===== config.mk =====
export PLATFORM = sky130hd
export DESIGN_NAME = clkdiv_top
export DESIGN_NICKNAME = d
export VERILOG_FILES = /design/src/rtl/clkdiv_pkg.sv /design/src/rtl/clkdiv_ctrl.sv /design/src/rtl/clkdiv_int_core.sv /design/src/rtl/clkdiv_frac_core.sv /design/src/rtl/clkdiv_top.sv
export SDC_FILE = /design/constraint.sdc
export NUM_CORES = 1
export LEC_CHECK = 0
export BUFFER_PORTS_ARGS = -buffer_cell sky130_fd_sc_hd__buf_2
export CAP_MARGIN = 40
export CORE_UTILIZATION = 45
export DETAILED_ROUTE_END_ITERATION = 10
export GPL_ROUTABILITY_DRIVEN = 0
export PLACE_DENSITY_LB_ADDON = 0.12
export SLEW_MARGIN = 40
export SYNTH_ARGS = -nofsm -noshare
export SYNTH_HDL_FRONTEND = slang
export SYNTH_SLANG_ARGS = --single-unit

===== constraint.sdc =====
create_clock -name clk -period 3.38 [get_ports clk]
set_input_delay 0.676 -clock clk [delete_from_list [all_inputs] [get_ports clk]]
set_output_delay 0.676 -clock clk [all_outputs]
set_load 0.02 [all_outputs]

===== src/rtl/clkdiv_pkg.sv =====
package clkdiv_pkg;

    typedef enum logic [2:0] {
        MD_IDLE  = 3'd0,
        MD_INT   = 3'd1,
        MD_FRAC  = 3'd2,
        MD_ZERO  = 3'd3,
        MD_UNSUP = 3'd4
    } div_mode_e;

    // Zero divisor wins over every other decode.
    function automatic div_mode_e pick_mode(input logic frac_sel,
                                            input logic top_bit,
                                            input logic is_zero);
        if (is_zero)
            return MD_ZERO;
        else if (!frac_sel)
            return MD_INT;
        else if (!top_bit)
            return MD_FRAC;
        else
            return MD_UNSUP;
    endfunction

    function automatic logic is_running(input div_mode_e m);
        return (m == MD_INT) || (m == MD_FRAC);
    endfunction

endpackage


===== src/rtl/clkdiv_ctrl.sv =====
module clkdiv_ctrl
    import clkdiv_pkg::*;
#(
    parameter int DIV_W = 8
) (
    input  logic             clk,
    input  logic             rst,
    input  logic             cfg_frac_en,
    input  logic [DIV_W-1:0] cfg_div,
    input  logic             int_bound,
    input  logic             frac_bound,
    output div_mode_e        act_mode,
    output logic [DIV_W-1:0] act_div,
    output logic             load,
    output div_mode_e        nxt_mode,
    output logic [DIV_W-1:0] nxt_div
);

    always_comb begin
        nxt_mode = pick_mode(cfg_frac_en, cfg_div[DIV_W-1], cfg_div == '0);
        nxt_div  = cfg_div;
    end

    // Running modes adopt a new setting only at their period end;
    // idle and error modes re-sample every cycle.
    always_comb begin
        unique case (act_mode)
            MD_INT:  load = int_bound;
            MD_FRAC: load = frac_bound;
            default: load = 1'b1;
        endcase
    end

    always_ff @(posedge clk) begin
        if (rst) begin
            act_mode <= MD_IDLE;
            act_div  <= '0;
        end else if (load) begin
            act_mode <= nxt_mode;
            act_div  <= nxt_div;
        end
    end

    // mid-period the active setting is frozen
    a_r8_int_hold: assert property (@(posedge clk) disable iff (rst)
        (act_mode == MD_INT && !int_bound) |=> ($stable(act_div) && act_mode == MD_INT));

    a_r8_frac_hold: assert property (@(posedge clk) disable iff (rst)
        (act_mode == MD_FRAC && !frac_bound) |=> ($stable(act_div) && act_mode == MD_FRAC));

endmodule


===== src/rtl/clkdiv_int_core.sv =====
module clkdiv_int_core
    import clkdiv_pkg::*;
#(
    parameter int DIV_W = 8
) (
    input  logic             clk,
    input  logic             rst,
    input  div_mode_e        act_mode,
    input  logic [DIV_W-1:0] act_div,
    input  logic             load,
    input  div_mode_e        nxt_mode,
    input  logic [DIV_W-1:0] nxt_div,
    output logic             bound,
    output logic             tick,
    output logic             hi
);

    localparam logic [DIV_W-1:0] ONE = DIV_W'(1);

    logic [DIV_W-1:0] cnt;
    logic [DIV_W-1:0] cnt_nx;
    logic [DIV_W-1:0] div_nx;
    logic             en;
    logic             run_nx;

    always_comb begin
        en     = (act_mode == MD_INT);
        bound  = en && (cnt == act_div - ONE);
        run_nx = load ? (nxt_mode == MD_INT) : en;
        div_nx = load ? nxt_div : act_div;
        cnt_nx = load ? '0 : cnt + ONE;
    end

    always_ff @(posedge clk) begin
        if (rst) begin
            cnt  <= '0;
            tick <= 1'b0;
            hi   <= 1'b0;
        end else begin
            cnt  <= run_nx ? cnt_nx : '0;
            tick <= run_nx && (cnt_nx == '0);
            hi   <= run_nx && (cnt_nx < (div_nx >> 1));
        end
    end

    // with a divisor of two or more, ticks are never adjacent
    a_r1_int_spacing: assert property (@(posedge clk) disable iff (rst)
        (en && act_div >= DIV_W'(2) && tick) |=> !tick);

    // the high phase starts together with the tick
    a_r4_high_at_start: assert property (@(posedge clk) disable iff (rst)
        (en && act_div >= DIV_W'(2) && tick) |-> hi);

endmodule


===== src/rtl/clkdiv_frac_core.sv =====
module clkdiv_frac_core
    import clkdiv_pkg::*;
#(
    parameter int DIV_W = 8
) (
    input  logic             clk,
    input  logic             rst,
    input  div_mode_e        act_mode,
    input  logic [DIV_W-1:0] act_div,
    input  logic             load,
    input  div_mode_e        nxt_mode,
    output logic             bound,
    output logic             tick,
    output logic             hi
);

    localparam int SUM_W = DIV_W + 1;

    logic [DIV_W-1:0] acc;
    logic [SUM_W-1:0] sum;
    logic [DIV_W-1:0] acc_nx;
    logic             en;
    logic             run_nx;

    always_comb begin
        en     = (act_mode == MD_FRAC);
        sum    = {1'b0, acc} + {1'b0, act_div};
        bound  = en && sum[DIV_W];
        run_nx = load ? (nxt_mode == MD_FRAC) : en;
        // residue carries across a carry so the long-run ratio stays exact
        acc_nx = (run_nx && en) ? sum[DIV_W-1:0] : '0;
    end

    always_ff @(posedge clk) begin
        if (rst) begin
            acc  <= '0;
            tick <= 1'b0;
            hi   <= 1'b0;
        end else begin
            acc  <= acc_nx;
            tick <= run_nx && load;
            hi   <= run_nx && acc_nx[DIV_W-1];
        end
    end

    // ratio above two means no back-to-back ticks
    a_r6_frac_sparse: assert property (@(posedge clk) disable iff (rst)
        (en && !act_div[DIV_W-1] && tick) |=> !tick);

endmodule


===== src/rtl/clkdiv_top.sv =====
module clkdiv_top
    import clkdiv_pkg::*;
#(
    parameter int DIV_W = 8
) (
    input  logic             clk,
    input  logic             rst,
    input  logic             cfg_frac_en,
    input  logic [DIV_W-1:0] cfg_div,
    output logic             tick_o,
    output logic             clk_o,
    output logic             err_zero_o,
    output logic             err_unsup_o
);

    div_mode_e        act_mode;
    div_mode_e        nxt_mode;
    logic [DIV_W-1:0] act_div;
    logic [DIV_W-1:0] nxt_div;
    logic             load;
    logic             int_bound, int_tick, int_hi;
    logic             frac_bound, frac_tick, frac_hi;
    logic             bypass;
    logic             clk_div;

    clkdiv_ctrl #(.DIV_W(DIV_W)) ctrl_i (
        .clk        (clk),
        .rst        (rst),
        .cfg_frac_en(cfg_frac_en),
        .cfg_div    (cfg_div),
        .int_bound  (int_bound),
        .frac_bound (frac_bound),
        .act_mode   (act_mode),
        .act_div    (act_div),
        .load       (load),
        .nxt_mode   (nxt_mode),
        .nxt_div    (nxt_div)
    );

    clkdiv_int_core #(.DIV_W(DIV_W)) int_i (
        .clk     (clk),
        .rst     (rst),
        .act_mode(act_mode),
        .act_div (act_div),
        .load    (load),
        .nxt_mode(nxt_mode),
        .nxt_div (nxt_div),
        .bound   (int_bound),
        .tick    (int_tick),
        .hi      (int_hi)
    );

    clkdiv_frac_core #(.DIV_W(DIV_W)) frac_i (
        .clk     (clk),
        .rst     (rst),
        .act_mode(act_mode),
        .act_div (act_div),
        .load    (load),
        .nxt_mode(nxt_mode),
        .bound   (frac_bound),
        .tick    (frac_tick),
        .hi      (frac_hi)
    );

    always_comb begin
        bypass      = (act_mode == MD_INT) && (act_div == DIV_W'(1));
        clk_div     = int_hi | frac_hi;
        tick_o      = int_tick | frac_tick;
        clk_o       = bypass ? clk : clk_div;
        err_zero_o  = (act_mode == MD_ZERO);
        err_unsup_o = (act_mode == MD_UNSUP);
    end

    // zero divisor keeps the outputs quiet
    a_r5_zero_quiet: assert property (@(posedge clk) disable iff (rst)
        err_zero_o |-> (!tick_o && !clk_div));

    // unsupported mode keeps the outputs quiet
    a_r7_unsup_quiet: assert property (@(posedge clk) disable iff (rst)
        err_unsup_o |-> (!tick_o && !clk_div && !err_zero_o));

    // pass-through setting ticks every cycle
    a_r2_bypass_tick: assert property (@(posedge clk) disable iff (rst)
        bypass |-> tick_o);

    // only one core may drive a tick
    a_r6_one_source: assert property (@(posedge clk) disable iff (rst)
        $onehot0({int_tick, frac_tick}));

endmodule


=== Word-level counts from Yosys, hierarchy flattened ===
Cells that the tools add are included.

* Word-level logic and storage cells: 48
* Latch bits: 0
* Memories: 0
* Bits in registers: 31
* Memory bits (writable): 0
* Bits in read-only memories: 0
* Output and inout port bits: 4

* Reductions and logical operators: 12
* Bitwise logic cells: 4
* Mux-type cells: 10
* $mul: 0
* Equality and inequality tests: 8
* Shift operators: 0
* Divide/modulo/power cells: 0
* $add $sub $neg: 3
* Magnitude comparators: 1

{| class="wikitable"
|+ Operator list
! operator !! count
|-
| 2-to-1 mux 8 bit || 3
|-
| logical NOT 8 bit || 2
|-
| adder 8 x 8 -> 9 bit || 1
|-
| == test 3 x 2 -> 1 bit, second input constant || 3
|-
| 2-to-1 mux 3 bit || 3
|-
| adder 8 x 1 -> 8 bit, second input constant || 1
|-
| == test 8 x 1 -> 1 bit, second input constant || 1
|-
| == test 8 bit || 1
|-
| logical AND 1 bit || 8
|-
| < comparator 8 x 7 -> 1 bit || 1
|-
| subtractor 8 x 1 -> 8 bit, second input constant || 1
|-
| == test 3 x 1 -> 1 bit, second input constant || 2
|-
| OR reduction 2 bit || 2
|-
| == test 3 bit, second input constant || 1
|-
| 2-to-1 mux 1 bit || 3
|-
| inverter 1 bit || 2
|-
| bitwise OR 1 bit || 2
|-
| one-hot mux 1 bit (2 select lines) || 1
|}

=== Longest topological paths before layout ===
* Depth in word-level cells: 8
* Mapped depth: 17
* Depth with buffers taken out: 16

=== Modules after synthesis ===
Synthesis repeated with hierarchy kept, for this count alone.

* Cell total of the unflattened synthesis: 249
* Area, all modules: 2209.6 µm²

{| class="wikitable"
|+ By module, submodules not included
! module !! cells an instance !! instances !! sequential area each (µm²) !! area an instance (µm²)
|-
| clkdiv_int_core || 110 || 1 || 200.2 || 923.4
|-
| clkdiv_frac_core || 65 || 1 || 200.2 || 630.6
|-
| clkdiv_ctrl || 65 || 1 || 220.2 || 560.5
|-
| clkdiv_top || 9 || 1 || 0.0 || 95.1
|}

==> reports/metrics.csv <==
stage,metric,value,unit
global_route,GRT Util Overall,22.7,%
clocking,hold_buf cts,0,
sta,final worst path period need,3300,ps
worst_setup_path,CP required,3720,ps
yosys,post-synthesis cell area,0.00198,sq mm
sta,Final Slew Violations,0,
yosys,Post-Syn Nets,257,
clocking,Worst-path clk slew,60,ps
detailed_routing,initial DRC count,43,
sta,setup TNS,0,ps
pwr,Final Power,1.96,mW
worst_setup_path,reg2reg start,ctrl_i.act_div[2]$_SDFF_PP0_,
yosys,Synth Instances,228,
pwr,Pwr per Cell Area,801,mW/mm^2
detailed_routing,final wirelength,4660,microns
worst_setup_path,crit path kind,register to register,
sta,fin crit share,97.6,%
yosys,compound-cell area share of the yosys netlist,15.1,%
sta,Least-Margin Pin Slew,371,ps
clocking,later-pin clock latency in the skew report,390,ps
detailed_routing,drt first pass iters,4,
yosys,simple-gate portion of the synthesized area,24.1,%
worst_setup_path,crit path capture type,register,
final_layout,diode count,0,
sta,RSZ-0062 raised after global routing,yes,
detailed_routing,vias,1700,
yosys,Post-synth EDFFs,0,
sta,setup slack after layout,80.5,ps
worst_setup_path,Crit Path Max Fanout,5,
final_layout,utilization after layout,59.4,%
pwr,peak supply drop,0.000372,V
sta,Rel. slew slack,75.1,%
yosys,Post-Synth XOR/XNOR Area,9.75,%
final_layout,Final nets,290,
detailed_routing,DRC,0,
yosys,Synth cell types,50,
placed_design,pre-CTS setup slack,-44.6,ps
die,Die Span Y,68.3,microns
placed_design,HPWL after detailed placement,3430,microns
die,area of the core,0.00412,sq mm
pwr,LEAKAGE,1.05,nW
yosys,Yosys reg bits,31,
yosys,largest family of logic cells by synthesized area,simple AND/OR/NAND/NOR gates,
global_route,largest net degree at the start of global routing,16,
yosys,Mapped Avg Cell Area,8.67,sq um
sta,final setup fails,0,
final_layout,layout cell share with drive strength beyond 1,23.8,%
global_route,initial antenna violation count,0,
placed_design,PortBufs,14,
die,Die X,68.3,microns
die,top-level I/O count,15,
worst_setup_path,Worst EP arrival,3640,ps
hold_path,HP Class,input port to register,
detailed_routing,Final ANT Viol Nets,0,
placed_design,Placed Cells,298,
detailed_routing,Via-to-Cell Ratio,5.47,
global_route,global-route wire length before repair,7370,microns
die,Starting Density,48.0,%
final_layout,Layout Cells excl Fill,311,
yosys,adder-cell share of the synthesized area,11.8,%
yosys,sequential share of the synthesized area,31.4,%
yosys,Post-synth top flop,dfxtp_1,
flow_run,Max-Cap Viols,0,
yosys,"Async S/R FF share, synth",0,%
worst_setup_path,Critical Path Source,ctrl_i.act_div[2]$_SDFF_PP0_,
worst_setup_path,crit start category,register,
die,die area,0.00466,sq mm
global_route,remaining global-route overflow,0,
die,row count,23,
detailed_routing,WL/cell,15.0,microns
yosys,synth warn,0,
run_status,status,"complete, no violations",
sta,"Hold Violations, Final",0,
hold_path,HP Start,cfg_div[7],
sta,fmax,303,MHz
sta,Worst Skew,3.10,ps
final_layout,Layout Area Growth over Synthesis,23.7,%
clocking,CTS tree,yes,
yosys,mux share of post-synthesis cell area,4.05,%
global_route,vias in the first global route,1573,
==> path summary, 6_finish.rpt <==
| check | cells after the start | end | slack (ps) |
|---|---|---|---|
| max | 16 | int_i.hi$_SDFF_PP0_ | 80 |
| min | 3 | ctrl_i.act_mode[2]$_SDFFE_PP0N_ | 550 |
| max reg2reg | 16 | int_i.hi$_SDFF_PP0_ | 80 |
| min reg2reg | 2 | ctrl_i.act_div[0]$_SDFFE_PP0N_ | 560 |
==> cells in the final DEF (no fill, tap or decap), types with 7 or more instances in the layout <==
cell type and count:
dfxtp_1 29, ha_1 13, xnor2_1 15, xor2_1 7, inv_1 9, a21oi_1 9
buf_4 16, mux2i_1 7, buf_2 14, clkbuf_8 9, nor2_1 36
==> cell usage after synthesis (2+ instances only) <==
master,count,share of area (%)
a21o_1,4,1.5
o21ai_0,3,0.76
xor2_1,7,3.1
or4_1,3,1.1
a31oi_1,2,0.63
o211a_1,2,1.0
dfxtp_1,31,31
or3_1,3,0.95
nor2b_1,4,1.3
nand2_1,6,1.1
a211o_1,3,1.3
nor3_1,5,1.3
o21ai_1,2,0.51
and3b_1,3,1.3
nand4_1,3,0.95
or2_2,2,0.63
buf_2,2,0.51
nor2_1,37,7.0
ha_1,17,11
o22ai_1,2,0.63
mux2i_1,8,4.1
o21bai_1,4,1.5
nor3b_1,3,1.1
inv_1,9,1.7
and3_1,4,1.3
nand3_1,6,1.5
o31ai_1,2,0.76
xnor2_1,15,6.6
clkbuf_1,4,0.76
and2_1,2,0.63
a21oi_1,11,2.8
==> cell families after synthesis <==
| family | after synthesis |
|---|---|
| adder cells (fa/ha/maj) | 18 |
| buffers and inverters | 17 |
| multiplexers | 8 |
| XOR/XNOR | 22 |
| AND/OR/NAND/NOR | 90 |
| AO/OA/AOI/OAI | 42 |
| flip-flops | 31 |
==> flip-flops by register name, indices dropped and copies added (netlist names) <==
register,cells
ctrl_i.act_div,8
frac_i.acc,8
int_i.cnt,8
ctrl_i.act_mode,3
frac_i.hi,1
frac_i.tick,1
int_i.hi,1
int_i.tick,1
==> area by class of cell <==
cell class	instances	area, sq um
inverter	9	33.8
timing repair buffer	30	205
multi-input combinational	180	1390
sequential	31	623
fill	358	1670
tap	50	62.6
clock buffer	10	129
clock inverter	1	5.00
==> power by group <==
| group | switching, mW | internal [mW] |
|---|---|---|
| registers | 0.0574 | 0.427 |
| clock network | 0.162 | 0.238 |
| logic | 0.540 | 0.534 |
==> stage by stage <==
stage	instance area (sq um)	hold WS, ps
2_1_floorplan	1990	458
3_3_place_gp	2190	518
3_5_place_dp	2190	527
4_1_cts	2360	541
5_1_grt	2440	544
6_report	2440	547
==> repair_timing <==
action | in CTS | in global routing
pin swaps | 6 | 7
buffers inserted | 1 | 2
endpoints found under the hold margin | 0 | 0
resized for setup | 8 | 10
endpoints found under the setup margin | 1 | 1
==> worst max-delay path, stage by stage, from the launching register on <==
cell	delay, ps
dfxtp_1	380
buf_4	180
nor3_1	350
a21oi_1	150
nor4b_2	300
buf_4	170
a21boi_4	60
nor2_4	180
mux2i_4	300
ha_4	240
a21o_1	180
a21o_1	180
a21oi_2	110
nor2b_1	50
o21ai_1	110
and3b_1	180
o211a_1	140
==> per-layer routing <==
layer	vias to the layer above	routed length (microns)	track usage, %
met4	0	54	8.07
li1	878	-	-
met2	35	2150	36.4
met5	-	0	0
met1	781	2310	27.8
met3	6	140	7.83
No activity file was read; power rests on OpenSTA's default activity.
